File: src/rtl/gpio_pkg.sv
package gpio_pkg;

  // Register operation selected for the current cycle
  typedef enum logic [1:0] {
    OP_NONE = 2'd0,
    OP_LOAD = 2'd1,
    OP_SET  = 2'd2,
    OP_CLR  = 2'd3
  } gpio_op_e;

endpackage

File: src/rtl/gpio_sync.sv
module gpio_sync #(
  parameter int W      = 5,
  parameter int STAGES = 2
) (
  input  logic         clk,
  input  logic         rst,
  input  logic [W-1:0] d,
  output logic [W-1:0] q
);

  logic [W-1:0] stage_q [STAGES];

  always_ff @(posedge clk) begin
    if (rst) stage_q[0] <= '0;
    else     stage_q[0] <= d;
  end

  for (genvar s = 1; s < STAGES; s++) begin : g_stage
    always_ff @(posedge clk) begin
      if (rst) stage_q[s] <= '0;
      else     stage_q[s] <= stage_q[s-1];
    end
  end

  assign q = stage_q[STAGES-1];

endmodule

File: src/rtl/gpio_decode.sv
module gpio_decode
  import gpio_pkg::*;
#(
  parameter int WIDTH = 5,
  parameter int IDX_W = 3
) (
  input  logic             sel_dir,
  input  logic             wr_en,
  input  logic             bit_set,
  input  logic             bit_clr,
  input  logic [IDX_W-1:0] bit_idx,
  output gpio_op_e         op,
  output logic             hit_val,
  output logic             hit_dir
);

  logic idx_ok;

  assign idx_ok = (int'(bit_idx) < WIDTH);

  always_comb begin
    op = OP_NONE;
    if (wr_en)                             op = OP_LOAD;
    else if (bit_set && !bit_clr && idx_ok) op = OP_SET;
    else if (bit_clr && !bit_set && idx_ok) op = OP_CLR;
  end

  assign hit_val = !sel_dir;
  assign hit_dir = sel_dir;

endmodule

File: src/rtl/gpio_latch.sv
module gpio_latch
  import gpio_pkg::*;
#(
  parameter int             W       = 5,
  parameter int             IDX_W   = 3,
  parameter logic [W-1:0]   RST_VAL = '0
) (
  input  logic             clk,
  input  logic             rst,
  input  gpio_op_e         op,
  input  logic             hit,
  input  logic [W-1:0]     load_val,
  input  logic [W-1:0]     base_val,
  input  logic [IDX_W-1:0] idx,
  output logic [W-1:0]     q
);

  logic [W-1:0] mask;
  logic [W-1:0] nxt;

  assign mask = {{(W-1){1'b0}}, 1'b1} << idx;

  always_comb begin
    nxt = q;
    if (hit) begin
      unique case (op)
        OP_LOAD: nxt = load_val;
        OP_SET:  nxt = base_val | mask;
        OP_CLR:  nxt = base_val & ~mask;
        default: nxt = q;
      endcase
    end
  end

  always_ff @(posedge clk) begin
    if (rst) q <= RST_VAL;
    else     q <= nxt;
  end

endmodule

File: src/rtl/gpio_pad_drv.sv
module gpio_pad_drv #(
  parameter int WIDTH  = 5,
  parameter int OD_BIT = 4
) (
  input  logic [WIDTH-1:0] dir_q,
  input  logic [WIDTH-1:0] val_q,
  output logic [WIDTH-1:0] oe,
  output logic [WIDTH-1:0] out
);

  for (genvar i = 0; i < WIDTH; i++) begin : g_pin
    if (i == OD_BIT) begin : g_od
      // pull-low only: enable when value is 0, release otherwise
      assign oe[i]  = ~dir_q[i] & ~val_q[i];
      assign out[i] = 1'b0;
    end else begin : g_pp
      assign oe[i]  = ~dir_q[i];
      assign out[i] = val_q[i];
    end
  end

endmodule

File: src/rtl/gpio_port.sv
module gpio_port
  import gpio_pkg::*;
#(
  parameter int WIDTH  = 5,
  parameter int BUS_W  = 8,
  parameter int IDX_W  = 3,
  parameter int OD_BIT = 4,
  parameter int SYNC_N = 2
) (
  input  logic             clk,
  input  logic             rst,
  input  logic             sel_dir,
  input  logic             wr_en,
  input  logic [BUS_W-1:0] wr_data,
  input  logic             bit_set,
  input  logic             bit_clr,
  input  logic [IDX_W-1:0] bit_idx,
  output logic [BUS_W-1:0] rd_data,
  input  logic [WIDTH-1:0] pad_in,
  output logic [WIDTH-1:0] pad_oe,
  output logic [WIDTH-1:0] pad_out,
  output logic             tmr_clk
);

  localparam int PAD_HI = BUS_W - WIDTH;

  gpio_op_e         op;
  logic             hit_val;
  logic             hit_dir;
  logic [WIDTH-1:0] pin_s;
  logic [WIDTH-1:0] val_q;
  logic [WIDTH-1:0] dir_q;
  logic [BUS_W-1:0] rd_q;
  logic             wr_unused_hi;

  assign wr_unused_hi = ^wr_data[BUS_W-1:WIDTH];

  gpio_sync #(.W(WIDTH), .STAGES(SYNC_N)) u_sync (
    .clk (clk),
    .rst (rst),
    .d   (pad_in),
    .q   (pin_s)
  );

  gpio_decode #(.WIDTH(WIDTH), .IDX_W(IDX_W)) u_dec (
    .sel_dir (sel_dir),
    .wr_en   (wr_en),
    .bit_set (bit_set),
    .bit_clr (bit_clr),
    .bit_idx (bit_idx),
    .op      (op),
    .hit_val (hit_val),
    .hit_dir (hit_dir)
  );

  // value register: bit operations start from the pin levels
  gpio_latch #(.W(WIDTH), .IDX_W(IDX_W), .RST_VAL('0)) u_val (
    .clk      (clk),
    .rst      (rst),
    .op       (op),
    .hit      (hit_val),
    .load_val (wr_data[WIDTH-1:0]),
    .base_val (pin_s),
    .idx      (bit_idx),
    .q        (val_q)
  );

  // direction register: bit operations start from its own contents
  gpio_latch #(.W(WIDTH), .IDX_W(IDX_W), .RST_VAL('1)) u_dir (
    .clk      (clk),
    .rst      (rst),
    .op       (op),
    .hit      (hit_dir),
    .load_val (wr_data[WIDTH-1:0]),
    .base_val (dir_q),
    .idx      (bit_idx),
    .q        (dir_q)
  );

  gpio_pad_drv #(.WIDTH(WIDTH), .OD_BIT(OD_BIT)) u_pad (
    .dir_q (dir_q),
    .val_q (val_q),
    .oe    (pad_oe),
    .out   (pad_out)
  );

  always_ff @(posedge clk) begin
    if (rst) rd_q <= '0;
    else     rd_q <= {{PAD_HI{1'b0}}, (sel_dir ? dir_q : pin_s)};
  end

  assign rd_data = rd_q;
  assign tmr_clk = pin_s[OD_BIT];

endmodule

File: config.mk
export PLATFORM = sky130hd
export DESIGN_NAME = gpio_port
export DESIGN_NICKNAME = d
export VERILOG_FILES = /design/src/rtl/gpio_pkg.sv /design/src/rtl/gpio_sync.sv /design/src/rtl/gpio_decode.sv /design/src/rtl/gpio_latch.sv /design/src/rtl/gpio_pad_drv.sv /design/src/rtl/gpio_port.sv
export SDC_FILE = /design/constraint.sdc
export NUM_CORES = 1
export LEC_CHECK = 0
export BUFFER_PORTS_ARGS = -buffer_cell sky130_fd_sc_hd__buf_2
export CAP_MARGIN = 5
export CORE_ASPECT_RATIO = 0.9
export CORE_MARGIN = 2
export CORE_UTILIZATION = 45
export CTS_CLUSTER_DIAMETER = 50
export DETAILED_ROUTE_END_ITERATION = 8
export PLACE_DENSITY_LB_ADDON = 0.12
export SYNTH_ARGS = -nofsm -noshare
export SYNTH_HDL_FRONTEND = slang
export SYNTH_SLANG_ARGS = --single-unit
File: constraint.sdc
create_clock -name clk -period 2.4 [get_ports clk]
set_input_delay 0 -clock clk [delete_from_list [all_inputs] [get_ports clk]]
set_output_delay 0 -clock clk [all_outputs]
set_load 0.005 [all_outputs]
==> flow_summary.html <==
<table>
<tr><th>Metric</th><th>Value</th></tr>
<tr><th colspan="2">Synth</th></tr>
<tr><td>Share of flip-flops with an asynchronous set or reset</td><td>0%</td></tr>
<tr><td>Top cell type's share of synthesized area</td><td>38.9%</td></tr>
<tr><td>EDFF count, synth</td><td>0</td></tr>
<tr><td>Number of library cell types mapped by synthesis</td><td>39</td></tr>
<tr><td>Netlist Area Pre-Place</td><td>1280 sq um</td></tr>
<tr><td>Area contributors post-synth</td><td>dfxtp_1, nor2b_1, mux2i_1</td></tr>
<tr><td>Number of register bits inferred by synthesis</td><td>25</td></tr>
<tr><td>Avg Cell Area, Syn</td><td>9.66 sq um</td></tr>
<tr><td>Post-synthesis cell type with the largest combined area</td><td>dfxtp_1</td></tr>
<tr><td>Sequential fraction of the synthesis area</td><td>38.9%</td></tr>
<tr><td>Yosys warning total</td><td>0</td></tr>
<tr><td>Ys flop type</td><td>dfxtp_1</td></tr>
<tr><td>Synthesized netlist cell count</td><td>133</td></tr>
<tr><th colspan="2">STA</th></tr>
<tr><td>Worst Tran Pin Value</td><td>532 ps</td></tr>
<tr><td>Final critical-path share of the clock period</td><td>51.0%</td></tr>
<tr><td>Relative slew slack</td><td>64.5%</td></tr>
<tr><td>Upper clock frequency limit</td><td>817 MHz</td></tr>
<tr><td>Final number of setup-violating endpoints</td><td>0</td></tr>
<tr><td>Tmin final</td><td>1220 ps</td></tr>
<tr><td>Fin Clk Skew</td><td>0.784 ps</td></tr>
<tr><td>Setup TNS Final</td><td>0 ps</td></tr>
<tr><td>RSZ-0062 raised after global routing</td><td>no</td></tr>
<tr><td>Number of pins exceeding their max-slew limit in the final report</td><td>0</td></tr>
<tr><td>Count of endpoints failing hold in the final timing report</td><td>0</td></tr>
<tr><th colspan="2">Power</th></tr>
<tr><td>Leak</td><td>0.665 nW</td></tr>
<tr><td>Power consumption</td><td>821 uW</td></tr>
<tr><td>Worst vdd ir</td><td>0.288 mV</td></tr>
<tr><td>Power density cells</td><td>553 nW/um^2</td></tr>
<tr><th colspan="2">Clock network</th></tr>
<tr><td>Clock tree root driver cell</td><td>clkbuf_4</td></tr>
<tr><td>Source-to-sink clock delay at the later pin of the worst-skew pair</td><td>300 ps</td></tr>
<tr><td>Depth of the CTS H-tree</td><td>1</td></tr>
<tr><td>Hold Buf Count CTS</td><td>5</td></tr>
<tr><td>Sink Count</td><td>25</td></tr>
<tr><td>CTS tree</td><td>built</td></tr>
<tr><td>Clock slew at the register clock pins of the worst setup and hold paths</td><td>140 ps</td></tr>
<tr><td>Buffers inserted by post-CTS timing repair</td><td>0</td></tr>
<tr><td>Clock buffers created by TritonCTS</td><td>3</td></tr>
<tr><td>Maximum number of buffers from clock root to sink</td><td>2</td></tr>
<tr><td>Resize count post-CTS</td><td>0</td></tr>
<tr><th colspan="2">Setup path</th></tr>
<tr><td>Delay of the slowest cell on the worst path</td><td>450 ps</td></tr>
<tr><td>Highest net fanout along the worst path</td><td>11</td></tr>
<tr><td>Arrival time of the worst setup path</td><td>1440 ps</td></tr>
<tr><td>Type of element launching the critical path</td><td>primary input</td></tr>
<tr><td>Path length in cells of the critical path</td><td>5</td></tr>
<tr><td>Cell breakdown of the critical path</td><td>buf_2 &gt; or2_2 &gt; a221oi_4 &gt; o21ai_1 &gt; a221o_1</td></tr>
<tr><td>Worst path required time</td><td>2620 ps</td></tr>
<tr><td>Critical path's top delay family</td><td>compound AO/OA/AOI/OAI gates</td></tr>
<tr><td>R2r endpoint</td><td>u_val.q[0]</td></tr>
<tr><td>Register-to-register path setup slack</td><td>1200 ps</td></tr>
<tr><td>Startpoint of the worst-slack reg-to-reg timing path</td><td>u_sync.stage_q[1][0]</td></tr>
<tr><td>Slowest cell on the critical path</td><td>a221oi_4</td></tr>
<tr><td>Worst setup path endpoint</td><td>u_dir.q[3]</td></tr>
<tr><td>R2R depth</td><td>3</td></tr>
<tr><td>CP Launch Point</td><td>bit_idx[0]</td></tr>
<tr><td>Worst setup path category</td><td>primary input to flop</td></tr>
<tr><td>Worst Setup End Kind</td><td>flop</td></tr>
<tr><td>CP bufs+invs</td><td>1</td></tr>
<tr><th colspan="2">Global routing</th></tr>
<tr><td>Pin count of the biggest net entering global routing</td><td>26</td></tr>
<tr><td>Tot GR Track Use</td><td>16.7%</td></tr>
<tr><td>Initial antenna violation count</td><td>0</td></tr>
<tr><td>First-pass GRT wire length</td><td>4140 um</td></tr>
<tr><td>Via count of the first global-routing pass</td><td>945</td></tr>
<tr><td>Sum of overflow across all layers after global routing</td><td>0</td></tr>
<tr><th colspan="2">Worst hold path</th></tr>
<tr><td>Hold Crit Class</td><td>primary input to flop</td></tr>
<tr><td>Critical hold path startpoint</td><td>wr_data[3]</td></tr>
<tr><th colspan="2">Cells and area</th></tr>
<tr><td>Share of final-layout standard cells stronger than drive strength 1</td><td>27.8%</td></tr>
<tr><td>Area grow syn2layout</td><td>15.5%</td></tr>
<tr><td>Post-layout net count</td><td>185</td></tr>
<tr><td>Count of non-filler cells in the finished layout</td><td>202</td></tr>
<tr><td>Core occupancy in the finished layout</td><td>54.5%</td></tr>
<tr><td>Count of inserted antenna diode cells</td><td>0</td></tr>
<tr><td>Most frequent standard cell in the layout excluding fill and tap cells</td><td>buf_2</td></tr>
<tr><td>Most frequent cells in the layout</td><td>buf_2, dfxtp_1, nor2b_1, nor2_1, inv_1</td></tr>
<tr><th colspan="2">Floorplan</th></tr>
<tr><td>Floorplan core area</td><td>2730 sq um</td></tr>
<tr><td>Row count</td><td>18</td></tr>
<tr><td>Top-level port count</td><td>41</td></tr>
<tr><td>Effective utilization at floorplan</td><td>47.2%</td></tr>
<tr><td>Total Die Area</td><td>3300 sq um</td></tr>
<tr><td>Horizontal die dimension</td><td>60.3 um</td></tr>
<tr><td>Die H</td><td>54.7 um</td></tr>
<tr><th colspan="2">Detailed routing</th></tr>
<tr><td>Number of remaining DRC errors</td><td>0</td></tr>
<tr><td>Aggregate routed wire length</td><td>2490 um</td></tr>
<tr><td>Vias post-DR</td><td>1010</td></tr>
<tr><td>Post-detailed-route via-to-cell ratio</td><td>5.00</td></tr>
<tr><td>Antenna Nets Post-Route</td><td>0</td></tr>
<tr><td>Avg WL per Cell</td><td>12.3 um</td></tr>
<tr><td>Number of DRC violations after detailed-routing iteration 0</td><td>24</td></tr>
<tr><td>Number of iterations in the first detailed-routing pass</td><td>4</td></tr>
<tr><th colspan="2">Place</th></tr>
<tr><td>Final HPWL from detailed placement</td><td>1850 um</td></tr>
<tr><td>Final weighted congestion in routability-driven placement</td><td>0.754</td></tr>
<tr><td>Number of port buffers</td><td>33</td></tr>
<tr><td>Cell count after placement</td><td>193</td></tr>
<tr><th colspan="2">Status</th></tr>
<tr><td>Outcome</td><td>finished clean</td></tr>
<tr><th colspan="2">Run</th></tr>
<tr><td>Total of max-cap violations</td><td>0</td></tr>
</table>
==> metal layers <==
| metal | up-vias | track usage, % | share of wire, % |
|---|---|---|---|
| met1 | 461 | 22.4 | 49 |
| li1 | 522 | - | - |
| met3 | 2 | 3.78 | 5.4 |
| met2 | 25 | 27.5 | 45 |
| met4 | 0 | 3.33 | 0.60 |
| met5 | - | 0 | 0 |
==> worst min-delay path: stages <==
cell     delay (ps)
buf_2            90
a32o_1          120
a221o_1         140
==> synth_stat cells (3+ instances only) <==
| cell | n |
|---|---|
| dfxtp_1 | 25 |
| nor2b_1 | 12 |
| nand2_1 | 3 |
| clkbuf_1 | 4 |
| a221o_1 | 5 |
| a32o_1 | 3 |
| a311oi_1 | 3 |
| a32oi_1 | 3 |
| mux2i_1 | 6 |
| buf_4 | 8 |
| nor2_1 | 11 |
| a21oi_1 | 4 |
| inv_1 | 10 |
| nand3_1 | 3 |
| o21ai_1 | 3 |
==> registers in the layout, indices dropped and copies added, names as in the netlist <==
register / count
u_sync.stage_q: 10
rd_data: 5
u_dir.q: 5
u_val.q: 5
==> stage by stage <==
| stage | setup slack (ps) | hold WS, ps | instance area, sq um |
|---|---|---|---|
| floorplan | 1140 | 71.6 | 1300 |
| global placement | 854 | 211 | 1400 |
| detailed placement | 852 | 215 | 1400 |
| CTS | 1200 | 45.4 | 1480 |
| global route | 1080 | 57.5 | 1480 |
| finish | 1180 | 49.8 | 1480 |
==> power breakdown <==
| part | leakage [nW] | total (mW) | internal [mW] | switching [mW] |
|---|---|---|---|---|
| combinational | 0.443 | 0.175 | 0.0832 | 0.0921 |
| clock | 0.0139 | 0.188 | 0.0634 | 0.125 |
| sequential | 0.207 | 0.458 | 0.445 | 0.0130 |
==> kinds of logic after synthesis <==
family | synth area share, %
buffers and inverters | 11.3
muxes | 4.67
other | 0.292
AOI/OAI and AO/OA | 23.6
DFF | 38.9
xor gates and xnor gates | 3.41
and+or+nand+nor | 17.8
==> layout make-up <==
| cell class | instances | area (sq um) |
|---|---|---|
| multi-input cells | 85 | 651 |
| well taps | 40 | 50.0 |
| repair buffers | 38 | 215 |
| fillers | 256 | 1240 |
| flip-flops and latches | 25 | 500 |
| clock inverters | 1 | 7.51 |
| inverters | 10 | 37.5 |
| clock buffers | 3 | 22.5 |
==> how the worst min path moves through the flow <==
| stage | cells past startpoint | to |
|---|---|---|
| 2_1_floorplan | 1 | u_sync.stage_q[0][0] |
| 3_3_place_gp | 2 | u_sync.stage_q[0][2] |
| 3_5_place_dp | 2 | u_sync.stage_q[0][2] |
| 4_1_cts | 3 | u_dir.q[3] |
| 5_1_grt | 3 | u_dir.q[3] |
| 6_report | 3 | u_dir.q[3] |
No activity file was read; power rests on OpenSTA's default activity.
